--- src/rtl/cpuport_pkg.sv ---
package cpuport_pkg;
  localparam int REG_AW = 3;
  localparam int DATA_W = 32;

  typedef enum logic [REG_AW-1:0] {
    SEL_TASK  = 3'd0,
    SEL_IDENT = 3'd1,
    SEL_ACK   = 3'd2,
    SEL_EOI   = 3'd3,
    SEL_SPUR  = 3'd4
  } reg_sel_e;
endpackage

--- src/rtl/cpuport_pick.sv ---
module cpuport_pick #(
  parameter int N  = 8,
  parameter int PW = 4,
  localparam int IW = (N > 1) ? $clog2(N) : 1
) (
  input  logic [N-1:0]    set_i,
  input  logic [N*PW-1:0] prio_i,
  output logic            found_o,
  output logic [IW-1:0]   idx_o,
  output logic [PW-1:0]   prio_o
);
  // Strict compare while scanning upward: lowest index keeps a tie.
  always_comb begin
    found_o = 1'b0;
    idx_o   = '0;
    prio_o  = '0;
    for (int i = 0; i < N; i++) begin
      if (set_i[i] && (!found_o || (prio_i[i*PW +: PW] > prio_o))) begin
        found_o = 1'b1;
        idx_o   = IW'(i);
        prio_o  = prio_i[i*PW +: PW];
      end
    end
  end
endmodule

--- src/rtl/cpuport_ctrl_regs.sv ---
module cpuport_ctrl_regs #(
  parameter int PW = 4,
  parameter int VW = 8
) (
  input  logic          clk,
  input  logic          srst_n,
  input  logic          task_we,
  input  logic          spur_we,
  input  logic [31:0]   wdata,
  output logic [PW-1:0] task_q,
  output logic [VW-1:0] spur_q
);
  logic [PW-1:0] task_d;
  logic [VW-1:0] spur_d;

  always_comb begin
    task_d = task_q;
    spur_d = spur_q;
    if (task_we) task_d = wdata[PW-1:0];
    if (spur_we) spur_d = wdata[VW-1:0];
  end

  always_ff @(posedge clk or negedge srst_n) begin
    if (!srst_n) begin
      task_q <= '1;
      spur_q <= '1;
    end else begin
      if (task_we) task_q <= task_d;
      if (spur_we) spur_q <= spur_d;
    end
  end
endmodule

--- src/rtl/cpuport_unit.sv ---
module cpuport_unit
  import cpuport_pkg::*;
#(
  parameter int N_SRC   = 8,
  parameter int PRIO_W  = 4,
  parameter int VEC_W   = 8,
  parameter int CPU_IDX = 0,
  localparam int SRC_W  = (N_SRC > 1) ? $clog2(N_SRC) : 1
) (
  input  logic                      clk,
  input  logic                      rst_n,
  input  logic                      req_valid,
  input  logic [SRC_W-1:0]          req_src,
  input  logic                      drop_valid,
  input  logic [SRC_W-1:0]          drop_src,
  input  logic [N_SRC*PRIO_W-1:0]   src_prio,
  input  logic [N_SRC*VEC_W-1:0]    src_vec,
  input  logic [N_SRC-1:0]          src_level,
  input  logic                      reg_rd,
  input  logic                      reg_wr,
  input  logic [REG_AW-1:0]         reg_addr,
  input  logic [DATA_W-1:0]         reg_wdata,
  output logic [DATA_W-1:0]         reg_rdata,
  output logic                      irq_o
);
  logic [1:0]        rst_sync;
  logic              srst_n;
  logic [N_SRC-1:0]  pend_q, pend_d, act_q, act_d, svc_q, svc_d;
  logic [PRIO_W-1:0] task_q;
  logic [VEC_W-1:0]  spur_q;
  logic              pend_found, svc_found;
  logic [SRC_W-1:0]  pend_idx, svc_idx;
  logic [PRIO_W-1:0] pend_prio, svc_prio;
  logic              accept, ack_hit, cand_live, eoi_hit, req_ok, drop_ok;

  // Reset asserts at once and releases after two clock edges.
  always_ff @(posedge clk or negedge rst_n) begin
    if (!rst_n) rst_sync <= 2'b00;
    else        rst_sync <= {rst_sync[0], 1'b1};
  end
  assign srst_n = rst_sync[1];

  cpuport_ctrl_regs #(.PW(PRIO_W), .VW(VEC_W)) u_regs (
    .clk     (clk),
    .srst_n  (srst_n),
    .task_we (reg_wr && (reg_addr == SEL_TASK)),
    .spur_we (reg_wr && (reg_addr == SEL_SPUR)),
    .wdata   (reg_wdata),
    .task_q  (task_q),
    .spur_q  (spur_q)
  );

  cpuport_pick #(.N(N_SRC), .PW(PRIO_W)) u_pick_pend (
    .set_i(pend_q), .prio_i(src_prio),
    .found_o(pend_found), .idx_o(pend_idx), .prio_o(pend_prio)
  );

  cpuport_pick #(.N(N_SRC), .PW(PRIO_W)) u_pick_svc (
    .set_i(svc_q), .prio_i(src_prio),
    .found_o(svc_found), .idx_o(svc_idx), .prio_o(svc_prio)
  );

  assign req_ok    = int'(req_src) < N_SRC;
  assign drop_ok   = int'(drop_src) < N_SRC;
  assign accept    = req_valid && req_ok && !pend_q[req_src] &&
                     (src_prio[req_src*PRIO_W +: PRIO_W] > task_q);
  assign ack_hit   = reg_rd && (reg_addr == SEL_ACK) && pend_found;
  assign cand_live = act_q[pend_idx] && (pend_prio > task_q);
  assign eoi_hit   = reg_wr && (reg_addr == SEL_EOI) && svc_found;

  // Next state: clears first, then the new acceptance.
  always_comb begin
    pend_d = pend_q;
    act_d  = act_q;
    svc_d  = svc_q;
    if (drop_valid && drop_ok && src_level[drop_src]) act_d[drop_src] = 1'b0;
    if (ack_hit) begin
      pend_d[pend_idx] = 1'b0;
      if (!cand_live || !src_level[pend_idx]) act_d[pend_idx] = 1'b0;
      if (cand_live) svc_d[pend_idx] = 1'b1;
    end
    if (eoi_hit) svc_d[svc_idx] = 1'b0;
    if (accept) begin
      pend_d[req_src] = 1'b1;
      act_d[req_src]  = 1'b1;
    end
  end

  always_ff @(posedge clk or negedge srst_n) begin
    if (!srst_n) begin
      pend_q <= '0;
      act_q  <= '0;
      svc_q  <= '0;
    end else begin
      pend_q <= pend_d;
      act_q  <= act_d;
      svc_q  <= svc_d;
    end
  end

  always_comb begin
    reg_rdata = '0;
    unique case (reg_addr)
      SEL_TASK:  reg_rdata = DATA_W'(task_q);
      SEL_IDENT: reg_rdata = DATA_W'(CPU_IDX);
      SEL_ACK: begin
        if (pend_found && cand_live) reg_rdata = DATA_W'(src_vec[pend_idx*VEC_W +: VEC_W]);
        else                         reg_rdata = DATA_W'(spur_q);
      end
      SEL_SPUR:  reg_rdata = DATA_W'(spur_q);
      default:   reg_rdata = '0;
    endcase
  end

  assign irq_o = pend_found && (pend_prio > task_q) &&
                 (!svc_found || (pend_prio > svc_prio));
endmodule

--- config.mk ---
export PLATFORM = sky130hd
export DESIGN_NAME = cpuport_unit
export DESIGN_NICKNAME = d
export VERILOG_FILES = /design/src/rtl/cpuport_pkg.sv /design/src/rtl/cpuport_pick.sv /design/src/rtl/cpuport_ctrl_regs.sv /design/src/rtl/cpuport_unit.sv
export SDC_FILE = /design/constraint.sdc
export NUM_CORES = 1
export LEC_CHECK = 0
export BUFFER_PORTS_ARGS = -buffer_cell sky130_fd_sc_hd__buf_2
export CAP_MARGIN = 20
export CORE_AREA = 2 2 144 111
export CTS_BUF_LIST = sky130_fd_sc_hd__clkbuf_4 sky130_fd_sc_hd__clkbuf_8
export DETAILED_ROUTE_END_ITERATION = 7
export DIE_AREA = 0 0 146 113
export PLACE_DENSITY = 0.62
export SLEW_MARGIN = 20
export SYNTH_ARGS = -nofsm -noshare
export SYNTH_HDL_FRONTEND = slang
export SYNTH_SLANG_ARGS = --single-unit
--- constraint.sdc ---
create_clock -name clk -period 23.8 [get_ports clk]
set_input_delay 3.57 -clock clk [delete_from_list [all_inputs] [get_ports clk]]
set_output_delay 3.57 -clock clk [all_outputs]
set_load 0.05 [all_outputs]
Word level (Yosys, flattened, before mapping)
Index checks and enable logic that the tools add are counted.
{"block": "classes", "bitwise": 10, "magnitude_cmp": 25, "n_mux": 73, "shift": 2, "n_reduce_logical": 66, "eq_ne": 3}
{"operator": "32-bit case mux with 3 select lines", "count": 1}
{"operator": "8-bit two-way mux", "count": 10}
{"operator": "4-bit greater-than comparator", "count": 17}
{"operator": "4-bit two-way mux", "count": 16}
{"operator": "64-bit by 7-bit variable part select with 8-bit output", "count": 1}
{"operator": "8-bit bitwise AND", "count": 4}
{"operator": "32-bit by 6-bit variable part select with 4-bit output", "count": 1}
{"operator": "1-bit logical AND", "count": 31}
{"operator": "1-bit two-way mux", "count": 26}
{"operator": "3-bit two-way mux", "count": 8}
{"operator": "8-bit inverter", "count": 3}
{"operator": "8-bit bitwise OR", "count": 3}
{"operator": "1-bit zero test", "count": 18}
{"operator": "1-bit logical OR", "count": 16}
{"operator": "3-bit by 4-bit less-than comparator with 1-bit output, second input constant", "count": 4}
{"operator": "1-bit binary-select mux with 3-bit select", "count": 4}
{"operator": "1-bit demux with 3-bit select", "count": 4}
{"operator": "3-bit by 1-bit >= comparator with 1-bit output, second input constant", "count": 4}
{"operator": "2-bit two-way mux", "count": 4}
{"operator": "3-bit by 2-bit equality test with 1-bit output, second input constant", "count": 2}
{"operator": "3-bit equality test, second input constant", "count": 1}
{"operator": "3-bit zero test", "count": 1}
{"block": "totals", "regBits": 38, "elab_cells": 185, "in_bits": 151}

Logic depth before layout (Yosys ltp)
{"block": "depth", "ltp_word": 39, "ltp_mapped": 72}

Cells and area by module
A second synthesis with hierarchy kept.
{"block": "hier_totals", "cells_unflattened": 765, "area_unflattened_um2": 6441.2}
{"mod": "cpuport_unit", "cells_per_inst": 328, "n_inst": 1, "seq_area_each_um2": 650.6, "area_per_inst_um2": 2902.8}
{"mod": "cpuport_pick at u_pick_svc", "cells_per_inst": 202, "n_inst": 1, "seq_area_each_um2": 0.0, "area_per_inst_um2": 1527.7}
{"mod": "cpuport_pick at u_pick_pend", "cells_per_inst": 210, "n_inst": 1, "seq_area_each_um2": 0.0, "area_per_inst_um2": 1519.0}
{"mod": "cpuport_ctrl_regs", "cells_per_inst": 25, "n_inst": 1, "seq_area_each_um2": 315.3, "area_per_inst_um2": 491.7}

Worst setup path before layout
OpenSTA, ideal clock, no wires.
{"block": "synth_path", "path_kind": "in2out", "start": "input port src_prio[1]", "end": "output port irq_o", "stages": 68, "setup_slack_ps": 4768, "n_path_buf": 4, "t_arrival_ps": 15462, "path_cell_list": "nand2_1 > ha_1 > nor2b_1 > o21a_1 > o21a_1 > o211ai_1 > nand3_1 > and2_1 > ha_1 > nor2b_1 > o21a_1 > o21a_1 > o21ai_1 > a21o_1 > clkbuf_1 > a21o_1 > ha_1 > nor2b_1 > [... 32 more ...] > o21ai_1 > mux2i_1 > ha_1 > nor2b_1 > o21a_1 > o21a_1 > o21a_1 > o21ai_1 > inv_1 > a21oi_1 > o21ai_1 > ha_1 > nor2b_1 > o21ai_0 > nand2b_1 > a21oi_1 > a41o_1 > a21oi_1"}
{"block": "synth_via", "elab_chain_len": 32, "word_cells_on_any_way": 90, "classes_between": "order compare: 16; mux: 30; reduce/logical: 44"}
{"item": "start: declaration", "line_no": "cpuport_unit.sv:16", "rtl": "input logic [N_SRC*PRIO_W-1:0] src_prio,"}
{"item": "4-bit two-way mux", "line_no": "cpuport_pick.sv:18", "rtl": "if (set_i[i] && (!found_o || (prio_i[i*PW +: PW] > prio_o))) begin"}
{"item": "4-bit greater-than comparator", "line_no": "cpuport_pick.sv:18"}
{"item": "1-bit logical OR", "line_no": "cpuport_pick.sv:18"}
{"item": "1-bit logical AND", "line_no": "cpuport_pick.sv:18"}
{"item": "4-bit two-way mux / 1-bit two-way mux (equally long branches)", "line_no": "cpuport_pick.sv:18"}
{"item": "4-bit greater-than comparator / 1-bit zero test (equally long branches)", "line_no": "cpuport_pick.sv:18"}
{"item": "1-bit logical OR", "line_no": "cpuport_pick.sv:18"}
{"item": "1-bit logical AND", "line_no": "cpuport_pick.sv:18"}
{"item": "[... 16 more ...]"}
{"item": "4-bit two-way mux / 1-bit two-way mux (equally long branches)", "line_no": "cpuport_pick.sv:18"}
{"item": "4-bit greater-than comparator / 1-bit zero test (equally long branches)", "line_no": "cpuport_pick.sv:18"}
{"item": "1-bit logical OR", "line_no": "cpuport_pick.sv:18"}
{"item": "1-bit logical AND", "line_no": "cpuport_pick.sv:18"}
{"item": "4-bit two-way mux / 1-bit two-way mux (equally long branches)", "line_no": "cpuport_pick.sv:18"}
{"item": "4-bit greater-than comparator (tied with other cells)", "line_no": "cpuport_unit.sv:115", "rtl": "assign irq_o = pend_found && (pend_prio > task_q) &&"}
{"item": "1-bit logical AND / 1-bit logical OR (equally long branches)", "line_no": "cpuport_unit.sv:115, cpuport_unit.sv:116"}
{"item": "1-bit logical AND (*)", "line_no": "cpuport_unit.sv:115"}
{"item": "end: declaration", "line_no": "cpuport_unit.sv:24", "rtl": "output logic irq_o"}
Every way passes the cells marked *; elsewhere a longest branch is shown, timed or not.

Worst setup path in the final report
Ends and elaborated chain as after synthesis.

==> flow_metrics.tcl <==
set metrics [dict create \
    outcome "finished, final reports clean" \
    fin_area_um2 6734 \
    die_w_um 146 \
    cp-end-kind "output port" \
    clock_tree.root_cell "clkbuf_8" \
    drive_gt1_share_pct 25.98 \
    clock_skew_ns 0.008402 \
    ys.flop_type "dfrtp_1" \
    wl_um 18880 \
    reg2reg_to "act_q[0]" \
    via_per_inst 5.669 \
    synth.most_common_cell "ha_1" \
    grt_setup_unrepaired "no" \
    antenna_found_initial 0 \
    fillers 1575 \
    num_io_pins 184 \
    placed_cell_area_um2 6581 \
    synth_top_area_cell "ha_1" \
    hold_buffers 0 \
    grt_max_degree 37 \
    cp.arrival_ns 17.15 \
    post_cts_buffers 0 \
    cpMostUsedCell "o21a_1" \
    synthDistinctLibCells 71 \
    crit_slowest_cell "o21ai_1" \
    setup_viol 0 \
    slowest_delay_ns 0.63 \
    synth_edf_count 0 \
    drc 0 \
    ys_seq_area_share_pct 16.69 \
    dp_slack_ns 2.867 \
    synth_common_cells "ha_1 (68), nand2_1 (42), a21oi_1 (40)" \
    crit_type "input port to output port" \
    crit_start "src_prio[1]" \
    avgSynthCellArea_um2 8.292 \
    syn_to_final_growth_pct 16.34 \
    drt_iter0_drc 398 \
    path_clk_slew_ns 0.08 \
    antenna_cells 0 \
    grt_overflow_total 0 \
    cts_tree "yes" \
    r2r_slack_ns 10.04 \
    min_period_over_period_pct 87.04 \
    cp_max_fo 12 \
    die_h_um 113 \
    grt_pass1_wl_um 30010 \
    syn_area_um2 5788 \
    core_region_area_um2 15030 \
    slew_viol_final 0 \
    h-tree-depth 2 \
    initial_core_util_pct 38.51 \
    r2r_start "pend_q[0]" \
    grt_pass1_vias 5548 \
    setup_slack_ns 3.083 \
    slew_headroom_pct 42.37 \
    period_minus_slack_ns 20.72 \
    io_buffers 135 \
    die_area_um2 16500 \
    fmax_mhz 48.27 \
    ff2ff_path_depth 53 \
    wl_per_cell_um 18.41 \
    start_kind "input port" \
    cp.required_ns 20.23 \
    min_path_type "register to async pin" \
    cts_num_sinks 38 \
    nets 1038 \
    firstDrtPassIters 4 \
    setup_tns_ns 0 \
    cts.path.max_buffers 2 \
    synthArstFlopShare_pct 100.0 \
    grt_util_all_layers_pct 22.74 \
    worstSkewPairLatency_ns 0.31 \
    finalHoldViolCount 0 \
    cap_violations 0 \
    worst_pin_slew_ns 0.8578 \
    numCtsBuffers 5 \
    routed-via-count 5811 \
    synth_top_area_share_pct 14.70 \
    antenna_left 0 \
    synth_cells 698 \
    rows 39 \
    gp_congestion 0.9141 \
    cts_resized 0 \
    whs_ns 0.2904 \
    synthTopCellsByArea "ha_1 (15%), dfrtp_1 (11%), mux2i_1 (6.7%), mux2_2 (5.6%), dfstp_2 (5.4%)" \
    dpl.hpwl_um 15210 \
    ys_ff_latch 38 \
    yosys_warnings 0 \
]
[per-stage QoR]
stage,utilization [%],cells
after detailed placement,43.79,1016
after global routing,44.81,1025
after CTS,44.71,1024
after floorplan,-,721
final,44.81,1025
after global placement,43.79,1016
[placed cells by master (no fill, tap or decap), types with 4 or more instances in the layout]
cell type and n:
a211oi_1 9, a21o_1 14, a21oi_1 40, a221o_1 8, a22oi_1 7, a311oi_1 5, a31oi_1 11, and2_1 11
and3_1 5, buf_2 135, buf_4 7, clkbuf_8 5, conb_1 25, dfrtp_1 26, dfstp_2 12, ha_1 68
inv_1 38, mux2_2 29, mux2i_1 39, mux4_2 4, nand2_1 42, nand2b_1 9, nand3_1 10, nand4_1 16
nor2_1 30, nor2b_1 19, nor3_1 11, o211ai_1 15, o21a_1 34, o21ai_0 22, o21ai_1 18, o21bai_1 4
o22a_1 6, o22ai_1 19, o2bb2ai_1 7, or3_1 5
[sequential cells by signal (all words and copies together) (netlist names)]
signal and flops:
rst_sync 2, u_regs.spur_q 8, act_q 8, u_regs.task_q 4, pend_q 8, svc_q 8
[layout make-up]
| class | count | area, um2 | area share [%] |
|---|---|---|---|
| Clock inverter | 3 | 68.82 | 1.022 |
| Clock buffer | 5 | 68.82 | 1.022 |
| Timing Repair Buffer | 143 | 739.5 | 10.98 |
| Multi-Input combinational cell | 592 | 4488 | 66.65 |
| Sequential cell | 38 | 965.9 | 14.34 |
| Tap cell | 205 | 256.5 | 3.809 |
| Inverter | 39 | 146.4 | 2.174 |
[kinds of logic after synthesis]
family | share of synthesized area [%]
AOI/OAI and AO/OA | 29.94
adders and majority gates | 14.70
buffers and inverters | 7.760
DFF | 16.69
muxes | 14.14
other | 0.1298
and+or+nand+nor | 16.65
[metal layers]
metal | up-vias | part of all wire (%) | global-route usage, %
met5 | - | 0 | 0
met3 | 19 | 6.3 | 3.710
met2 | 184 | 43 | 34.18
met1 | 2740 | 49 | 34.75
li1 | 2868 | - | -
met4 | 0 | 1.0 | 3.430
[worst max path at each step]
stage	to	slack [ns]	cells past startpoint
after floorplan	irq_o	4.77	68
after global placement	irq_o	2.87	68
after detailed placement	irq_o	2.87	68
after CTS	irq_o	2.80	68
after global routing	reg_rdata[1]	2.01	54
final	irq_o	3.08	68
[critical path: cells and delay by family]
family,cells,cell delay [ns]
AOI/OAI and AO/OA,38,8.11
adders and majority gates,8,2.11
and+or+nand+nor,13,1.64
buffers and inverters,7,1.21
muxes,2,0.52
Power is left out: the tool's default activity adds up to more than one toggle a clock period on the data nets, which glitch-free logic cannot reach.
